File: src/rtl/ddr_init_pkg.sv
package ddr_init_pkg;

  // Fire operations handed from the step machine to the output stage
  typedef enum logic [2:0] {
    OP_IDLE,
    OP_CKE_UP,
    OP_EXT_MODE,
    OP_DLL_RESET,
    OP_PRE_ALL,
    OP_REFRESH,
    OP_OP_MODE,
    OP_FINISH
  } init_op_e;

  typedef enum logic [3:0] {
    ST_CKE_LOW,
    ST_EXT_MODE,
    ST_DLL_RESET,
    ST_PRE_ALL,
    ST_REFRESH,
    ST_OP_MODE,
    ST_FINISH,
    ST_DONE
  } init_step_e;

  // Command pins in order {cs_n, ras_n, cas_n, we_n}
  typedef struct packed {
    logic cs_n;
    logic ras_n;
    logic cas_n;
    logic we_n;
  } cmd_pins_t;

  localparam cmd_pins_t PINS_NOP  = 4'b0111;
  localparam cmd_pins_t PINS_MODE = 4'b0000;
  localparam cmd_pins_t PINS_PRE  = 4'b0010;
  localparam cmd_pins_t PINS_REF  = 4'b0001;

  // Address bit meanings that the memory decodes
  localparam int DLL_OFF_BIT  = 0;
  localparam int DLL_RST_BIT  = 8;
  localparam int ALL_BANK_BIT = 10;

  function automatic int max_of(input int a, input int b);
    return (a > b) ? a : b;
  endfunction

endpackage

File: src/rtl/init_wait_timer.sv
module init_wait_timer #(
  parameter int CW      = 8,
  parameter int RST_VAL = 0
) (
  input  logic          clk,
  input  logic          rst,
  input  logic          load,
  input  logic [CW-1:0] load_val,
  output logic          zero
);

  logic [CW-1:0] cnt_q;

  always_ff @(posedge clk) begin
    if (rst) begin
      cnt_q <= CW'(RST_VAL);
    end else if (load) begin
      cnt_q <= load_val;
    end else if (cnt_q != '0) begin
      cnt_q <= cnt_q - 1'b1;
    end
  end

  assign zero = (cnt_q == '0);

  // An expired wait stays expired until a new interval is loaded
  AST_TIMER_HOLDS_ZERO: assert property (@(posedge clk) disable iff (rst)
    (zero && !load) |=> zero);

  // A loaded interval of at least one cycle is not already expired
  AST_TIMER_LOAD_RUNS: assert property (@(posedge clk) disable iff (rst)
    (load && load_val != '0) |=> !zero);

endmodule

File: src/rtl/init_step_fsm.sv
module init_step_fsm
  import ddr_init_pkg::*;
#(
  parameter int STEP_W         = 8,
  parameter int T_CKE_CYC      = 2,
  parameter int T_MRD_CYC      = 2,
  parameter int T_RP_CYC       = 2,
  parameter int T_RFC_CYC      = 8,
  parameter int N_REFRESH      = 2,
  parameter bit SKIP_FINAL_MRS = 1'b0
) (
  input  logic              clk,
  input  logic              rst,
  input  logic              step_zero,
  input  logic              lock_zero,
  output init_op_e          fire_op,
  output logic              step_load,
  output logic [STEP_W-1:0] step_val,
  output logic              lock_load
);

  localparam int RC_W = $clog2(N_REFRESH + 1);

  init_step_e       state_q, state_d;
  logic [RC_W-1:0]  ref_cnt_q;
  logic             lock_armed_q;
  logic             lock_ok;
  logic             last_ref;

  assign lock_ok  = lock_armed_q && lock_zero;
  assign last_ref = (ref_cnt_q == RC_W'(N_REFRESH - 1));

  always_comb begin
    state_d   = state_q;
    fire_op   = OP_IDLE;
    step_load = 1'b0;
    step_val  = '0;
    lock_load = 1'b0;
    case (state_q)
      ST_CKE_LOW: if (step_zero) begin
        fire_op   = OP_CKE_UP;
        state_d   = ST_EXT_MODE;
        step_load = 1'b1;
        step_val  = STEP_W'(T_CKE_CYC - 1);
      end
      ST_EXT_MODE: if (step_zero) begin
        fire_op   = OP_EXT_MODE;
        state_d   = ST_DLL_RESET;
        step_load = 1'b1;
        step_val  = STEP_W'(T_MRD_CYC - 1);
      end
      ST_DLL_RESET: if (step_zero) begin
        fire_op   = OP_DLL_RESET;
        state_d   = ST_PRE_ALL;
        step_load = 1'b1;
        step_val  = STEP_W'(T_MRD_CYC - 1);
        lock_load = 1'b1;
      end
      ST_PRE_ALL: if (step_zero) begin
        fire_op   = OP_PRE_ALL;
        state_d   = ST_REFRESH;
        step_load = 1'b1;
        step_val  = STEP_W'(T_RP_CYC - 1);
      end
      ST_REFRESH: if (step_zero) begin
        fire_op   = OP_REFRESH;
        step_load = 1'b1;
        step_val  = STEP_W'(T_RFC_CYC - 1);
        if (last_ref) begin
          state_d = SKIP_FINAL_MRS ? ST_FINISH : ST_OP_MODE;
        end
      end
      ST_OP_MODE: if (step_zero) begin
        fire_op   = OP_OP_MODE;
        state_d   = ST_FINISH;
        step_load = 1'b1;
        step_val  = STEP_W'(T_MRD_CYC - 1);
      end
      ST_FINISH: if (step_zero && lock_ok) begin
        fire_op = OP_FINISH;
        state_d = ST_DONE;
      end
      default: ;
    endcase
  end

  always_ff @(posedge clk) begin
    if (rst) begin
      state_q      <= ST_CKE_LOW;
      ref_cnt_q    <= '0;
      lock_armed_q <= 1'b0;
    end else begin
      state_q <= state_d;
      if (fire_op == OP_REFRESH) begin
        ref_cnt_q <= ref_cnt_q + 1'b1;
      end
      if (lock_load) begin
        lock_armed_q <= 1'b1;
      end
    end
  end

  // Past the refresh phase, exactly N_REFRESH refreshes have been fired
  AST_REFRESH_TOTAL: assert property (@(posedge clk) disable iff (rst)
    (state_q == ST_OP_MODE || state_q == ST_FINISH || state_q == ST_DONE)
      |-> (ref_cnt_q == RC_W'(N_REFRESH)));

  // Completion is only reached once the DLL lock interval has run out
  AST_DONE_AFTER_LOCK: assert property (@(posedge clk) disable iff (rst)
    (state_q == ST_DONE) |-> (lock_armed_q && lock_zero));

  // The lock interval is armed exactly once, by the DLL reset write
  AST_LOCK_ARMED_ONCE: assert property (@(posedge clk) disable iff (rst)
    lock_load |-> !lock_armed_q);

  // Refresh count never runs past its limit
  AST_NO_OVERFLOW: assert property (@(posedge clk) disable iff (rst)
    ref_cnt_q <= RC_W'(N_REFRESH));

endmodule

File: src/rtl/init_cmd_drive.sv
module init_cmd_drive
  import ddr_init_pkg::*;
#(
  parameter int                ADDR_W     = 13,
  parameter int                BANK_W     = 2,
  parameter logic [ADDR_W-1:0] EMRS_VALUE = '0,
  parameter logic [ADDR_W-1:0] MRS_VALUE  = '0
) (
  input  logic              clk,
  input  logic              rst,
  input  init_op_e          fire_op,
  output logic              cke,
  output cmd_pins_t         pins,
  output logic [BANK_W-1:0] ba,
  output logic [ADDR_W-1:0] addr,
  output logic              done
);

  logic [ADDR_W-1:0] ext_word;
  logic [ADDR_W-1:0] dll_word;
  logic [ADDR_W-1:0] op_word;
  logic [ADDR_W-1:0] pre_word;

  always_comb begin
    ext_word               = EMRS_VALUE;
    ext_word[DLL_OFF_BIT]  = 1'b0;
    dll_word               = MRS_VALUE;
    dll_word[DLL_RST_BIT]  = 1'b1;
    op_word                = MRS_VALUE;
    op_word[DLL_RST_BIT]   = 1'b0;
    pre_word               = '0;
    pre_word[ALL_BANK_BIT] = 1'b1;
  end

  cmd_pins_t         pins_d;
  logic [BANK_W-1:0] ba_d;
  logic [ADDR_W-1:0] addr_d;

  always_comb begin
    pins_d = PINS_NOP;
    ba_d   = '0;
    addr_d = '0;
    case (fire_op)
      OP_EXT_MODE: begin
        pins_d = PINS_MODE;
        ba_d   = BANK_W'(1);
        addr_d = ext_word;
      end
      OP_DLL_RESET: begin
        pins_d = PINS_MODE;
        addr_d = dll_word;
      end
      OP_PRE_ALL: begin
        pins_d = PINS_PRE;
        addr_d = pre_word;
      end
      OP_REFRESH:  pins_d = PINS_REF;
      OP_OP_MODE: begin
        pins_d = PINS_MODE;
        addr_d = op_word;
      end
      default: ;
    endcase
  end

  always_ff @(posedge clk) begin
    if (rst) begin
      cke  <= 1'b0;
      pins <= PINS_NOP;
      ba   <= '0;
      addr <= '0;
      done <= 1'b0;
    end else begin
      pins <= pins_d;
      ba   <= ba_d;
      addr <= addr_d;
      if (fire_op == OP_CKE_UP) cke  <= 1'b1;
      if (fire_op == OP_FINISH) done <= 1'b1;
    end
  end

  AST_CKE_STICKY: assert property (@(posedge clk) disable iff (rst)
    cke |=> cke);

  AST_CMD_NEEDS_CKE: assert property (@(posedge clk) disable iff (rst)
    (pins != PINS_NOP) |-> cke);

  AST_DONE_STICKY: assert property (@(posedge clk) disable iff (rst)
    done |=> done);

  AST_QUIET_AFTER_DONE: assert property (@(posedge clk) disable iff (rst)
    done |-> (pins == PINS_NOP && cke));

  AST_NOP_IS_CLEAN: assert property (@(posedge clk) disable iff (rst)
    (pins == PINS_NOP) |-> (ba == '0 && addr == '0));

  AST_MODE_DLL_ON: assert property (@(posedge clk) disable iff (rst)
    (pins == PINS_MODE && ba == BANK_W'(1)) |-> !addr[DLL_OFF_BIT]);

endmodule

File: src/rtl/ddr_init_seq.sv
module ddr_init_seq
  import ddr_init_pkg::*;
#(
  parameter int                ADDR_W         = 13,
  parameter int                BANK_W         = 2,
  parameter int                T_STABLE_CYC   = 20000,
  parameter int                T_CKE_CYC      = 2,
  parameter int                T_MRD_CYC      = 2,
  parameter int                T_DLL_LOCK_CYC = 200,
  parameter int                T_RP_CYC       = 2,
  parameter int                T_RFC_CYC      = 8,
  parameter int                N_REFRESH      = 2,
  parameter bit                SKIP_FINAL_MRS = 1'b0,
  parameter logic [ADDR_W-1:0] EMRS_VALUE     = '0,
  parameter logic [ADDR_W-1:0] MRS_VALUE      = 13'h0022
) (
  input  logic              clk,
  input  logic              rst,
  output logic              cke,
  output logic              cs_n,
  output logic              ras_n,
  output logic              cas_n,
  output logic              we_n,
  output logic [BANK_W-1:0] ba,
  output logic [ADDR_W-1:0] addr,
  output logic              init_done
);

  localparam int STEP_MAX = max_of(max_of(T_STABLE_CYC, T_CKE_CYC),
                                   max_of(T_MRD_CYC, max_of(T_RP_CYC, T_RFC_CYC)));
  localparam int STEP_W   = $clog2(STEP_MAX + 1);
  localparam int LOCK_W   = $clog2(T_DLL_LOCK_CYC + 1);

  generate
    if (N_REFRESH < 2) begin : g_bad_refresh
      $error("N_REFRESH must be at least 2");
    end
    if (ADDR_W <= ALL_BANK_BIT) begin : g_bad_addr
      $error("ADDR_W too narrow for the all-bank bit");
    end
  endgenerate

  init_op_e          fire_op;
  logic              step_load, step_zero;
  logic [STEP_W-1:0] step_val;
  logic              lock_load, lock_zero;
  cmd_pins_t         pins;

  init_wait_timer #(
    .CW      (STEP_W),
    .RST_VAL (T_STABLE_CYC)
  ) step_tmr_i (
    .clk      (clk),
    .rst      (rst),
    .load     (step_load),
    .load_val (step_val),
    .zero     (step_zero)
  );

  init_wait_timer #(
    .CW      (LOCK_W),
    .RST_VAL (0)
  ) lock_tmr_i (
    .clk      (clk),
    .rst      (rst),
    .load     (lock_load),
    .load_val (LOCK_W'(T_DLL_LOCK_CYC - 1)),
    .zero     (lock_zero)
  );

  init_step_fsm #(
    .STEP_W         (STEP_W),
    .T_CKE_CYC      (T_CKE_CYC),
    .T_MRD_CYC      (T_MRD_CYC),
    .T_RP_CYC       (T_RP_CYC),
    .T_RFC_CYC      (T_RFC_CYC),
    .N_REFRESH      (N_REFRESH),
    .SKIP_FINAL_MRS (SKIP_FINAL_MRS)
  ) fsm_i (
    .clk       (clk),
    .rst       (rst),
    .step_zero (step_zero),
    .lock_zero (lock_zero),
    .fire_op   (fire_op),
    .step_load (step_load),
    .step_val  (step_val),
    .lock_load (lock_load)
  );

  init_cmd_drive #(
    .ADDR_W     (ADDR_W),
    .BANK_W     (BANK_W),
    .EMRS_VALUE (EMRS_VALUE),
    .MRS_VALUE  (MRS_VALUE)
  ) drive_i (
    .clk     (clk),
    .rst     (rst),
    .fire_op (fire_op),
    .cke     (cke),
    .pins    (pins),
    .ba      (ba),
    .addr    (addr),
    .done    (init_done)
  );

  assign cs_n  = pins.cs_n;
  assign ras_n = pins.ras_n;
  assign cas_n = pins.cas_n;
  assign we_n  = pins.we_n;

  // Chip select is never released during the sequence
  AST_CS_ALWAYS_LOW: assert property (@(posedge clk) disable iff (rst)
    !cs_n);

  // Clock enable rises only while a NOP is on the bus
  AST_CKE_RISE_ON_NOP: assert property (@(posedge clk) disable iff (rst)
    $rose(cke) |-> (ras_n && cas_n && we_n));

endmodule

File: config.mk
export PLATFORM = sky130hd
export DESIGN_NAME = ddr_init_seq
export DESIGN_NICKNAME = d
export VERILOG_FILES = /design/src/rtl/ddr_init_pkg.sv /design/src/rtl/init_wait_timer.sv /design/src/rtl/init_step_fsm.sv /design/src/rtl/init_cmd_drive.sv /design/src/rtl/ddr_init_seq.sv
export SDC_FILE = /design/constraint.sdc
export NUM_CORES = 1
export LEC_CHECK = 0
export CORE_MARGIN = 2
export CORE_UTILIZATION = 35
export DETAILED_ROUTE_END_ITERATION = 7
export SYNTH_ARGS = -nofsm -noshare
export SYNTH_HDL_FRONTEND = slang
export SYNTH_HIERARCHICAL = 1
export SYNTH_SLANG_ARGS = --single-unit
File: constraint.sdc
create_clock -name clk -period 2.91 [get_ports clk]
set_clock_uncertainty 0.2 [all_clocks]
set_input_delay 0.291 -clock clk [delete_from_list [all_inputs] [get_ports clk]]
set_output_delay 0.291 -clock clk [all_outputs]
set_load 0.01 [all_outputs]
==> results.toml <==
[run_status]
status = "finished, final reports clean"

[drt]
drc = 0
first_pass_iters = 4
viasPerCell = 4.95
ant_nets = 0
wl_per_cell_um = 11.7
drt_iter0_markers = 57
wl_um = 4170
via_count = 1767

[logic_synthesis]
ys.flop_type = "dfxtp_1"
synth.avg_cell_area_um2 = 8.51
synthArstFlopShare_pct = 0
ys_warn_count = 6
ys_seq_area_share_pct = 33.7
ys_types = 59
synth_enable_flop_cells = 0
ys_ff_latch = 38
synthCells = 265
syn_area_um2 = 2260

[floorplanning]
initial_core_util_pct = 35.9
die_w_um = 84.3
die_y_um = 84.3
dieArea_um2 = 7100
core_um2 = 6280
std_cell_rows = 29
ios = 23

[layout]
num-fill-cells = 648
drive_gt1_share_pct = 11.4
layout_commonest_cell = "dfxtp_1"
final_cell_mix = "dfxtp_1 (38), conb_1 (31), nand2_1 (21)"
multi_input_comb_area_um2 = 1290
regArea_um2 = 761
nets = 285
syn2layout_area_growth_pct = 8.87
antenna_cells = 0

[sta]
worst_slack_ns = 0.192
period_minus_slack_ns = 2.72
timing.final.crit_share_pct = 93.4
finalSetupViolCount = 0
fin_setup_tns_ns = 0
fmax_mhz = 368
rsz0062_at_grt = "false"
maxSlewViolCount = 0
hold_viol = 0

[grt]
grt_pass1_wl_um = 7420
grt_use_total_pct = 12.6
grt_antenna_before_repair = 0
grt_overflow = 0
grt_pass1_vias = 1671
grt_max_degree = 26

[worst_setup_path]
critPathKind = "reg -> reg"
required_ns = 2.89
cp.arrival_ns = 2.70
start_kind = "flop"
cp_max_fo = 8
regToRegSetupSlack_ns = 0.19
end_kind = "flop"

[power]
power_density_nw_per_um2 = 585
peakVddDrop_mv = 0.333
p_leak_uw = 0.000873

[clocking]
ctsResizeCount = 0
postCtsHoldBufs = 0
clk_latency_ns = 0.29
cts_setup_buffers = 0
numClockSinks = 38
clk_pin_slew_ns = 0.08
tritoncts = "built"
cts-root-buf = "clkbuf_8"
cts_buffer_depth = 2
cts_buffers = 5
htree_num_levels = 2

[placed_design]
place_ws_ns = 0.220
hpwl_um = 3030
gp_congestion = 0.819
port_buffers = 11

[flow_run]
drv_cap = 0

[hold_path]
hp-class = "reg -> reg"
==> power breakdown <==
| group | leakage [uW] | total, uW | switching, uW | internal, uW |
|---|---|---|---|---|
| clock | 0.0000438 | 345 | 184 | 161 |
| combinational | 0.000520 | 424 | 216 | 209 |
| sequential | 0.000310 | 668 | 80.0 | 588 |
| total | 0.000873 | 1440 | 480 | 957 |
==> area by class of cell <==
type                            count  share of cell area, %
Clock buffer                        5                   2.80
Clock inverter                      2                  0.408
Inverter                           13                   2.04
Multi-Input combinational cell    202                   52.6
Sequential cell                    38                   31.0
Tap cell                           77                   3.92
Timing Repair Buffer               20                   7.23
==> registers in the layout (all words and copies together) (netlist names) <==
| name | count |
|---|---|
| drive_i/pins | 3 |
| drive_i/addr | 3 |
| fsm_i/state_q | 3 |
| drive_i/ba | 1 |
| drive_i/done | 1 |
| fsm_i/lock_armed_q | 1 |
| step_tmr_i/cnt_q | 15 |
| fsm_i/ref_cnt_q | 2 |
| drive_i/cke | 1 |
| lock_tmr_i/cnt_q | 8 |
==> critical path, stage by stage, from the launching register on <==
cell	delay [ns]
dfxtp_1	0.36
or4_1	0.56
or2_1	0.27
nor2_2	0.25
o21ai_0	0.21
nor2_1	0.37
nand2_1	0.10
mux2_2	0.28
==> synthesized netlist by cell type (3+ instances only) <==
master	n	area [um^2]
clkbuf_1	7	26.3
nor2_1	13	48.8
or4_1	4	30.0
nand2b_1	5	31.3
buf_2	4	20.0
o21ai_0	5	25.0
dfxtp_1	38	761
conb_1	4	15.0
nand2_1	21	78.8
nor3b_1	7	52.6
and2_1	3	18.8
xor2_1	4	35.0
or3_1	4	25.0
nor3_1	17	85.1
ha_1	3	37.5
buf_4	25	188
a21oi_1	16	80.1
nor4_1	4	25.0
xnor2_1	6	52.6
o211ai_1	5	37.5
o32ai_1	6	52.6
inv_1	12	45.0
o21a_1	5	37.5
==> layer usage <==
layer,up-vias,track usage [%],share of wire (%)
li1,918,-,-
met5,-,0,0
met3,6,3.05,4.7
met2,32,21.0,47
met1,811,16.1,48
met4,0,3.67,1.1
==> logic make-up after synthesis <==
group / share of synthesized area, %
AND/OR/NAND/NOR: 26.0
AO/OA/AOI/OAI: 19.4
buffers and inverters: 13.8
flip-flops: 33.7
XOR/XNOR: 3.88
other: 0.665
adder cells (fa/ha/maj): 1.66
multiplexers: 0.943
==> through the flow <==
stage | hold WS [ns] | instances | utilization (%) | power [uW] | area (um^2)
global route | 0.302 | 357 | 39.1 | 1540 | 2460
detailed placement | 0.245 | 350 | 37.8 | 1100 | 2370
floorplan | 0.156 | 292 | - | 1070 | 2360
finish | 0.250 | 357 | 39.1 | 1440 | 2460
global placement | 0.236 | 350 | 37.8 | 1100 | 2370
CTS | 0.261 | 357 | 39.0 | 1450 | 2450
==> final timing paths <==
check / startpoint / end / cells past startpoint
max: step_tmr_i/cnt_q[8] / drive_i/pins[1] / 7
min: drive_i/done / drive_i/done / 2
min reg2reg: drive_i/done / drive_i/done / 2
max reg2reg: step_tmr_i/cnt_q[8] / drive_i/pins[1] / 7
Power figures use the tool's default switching activity.
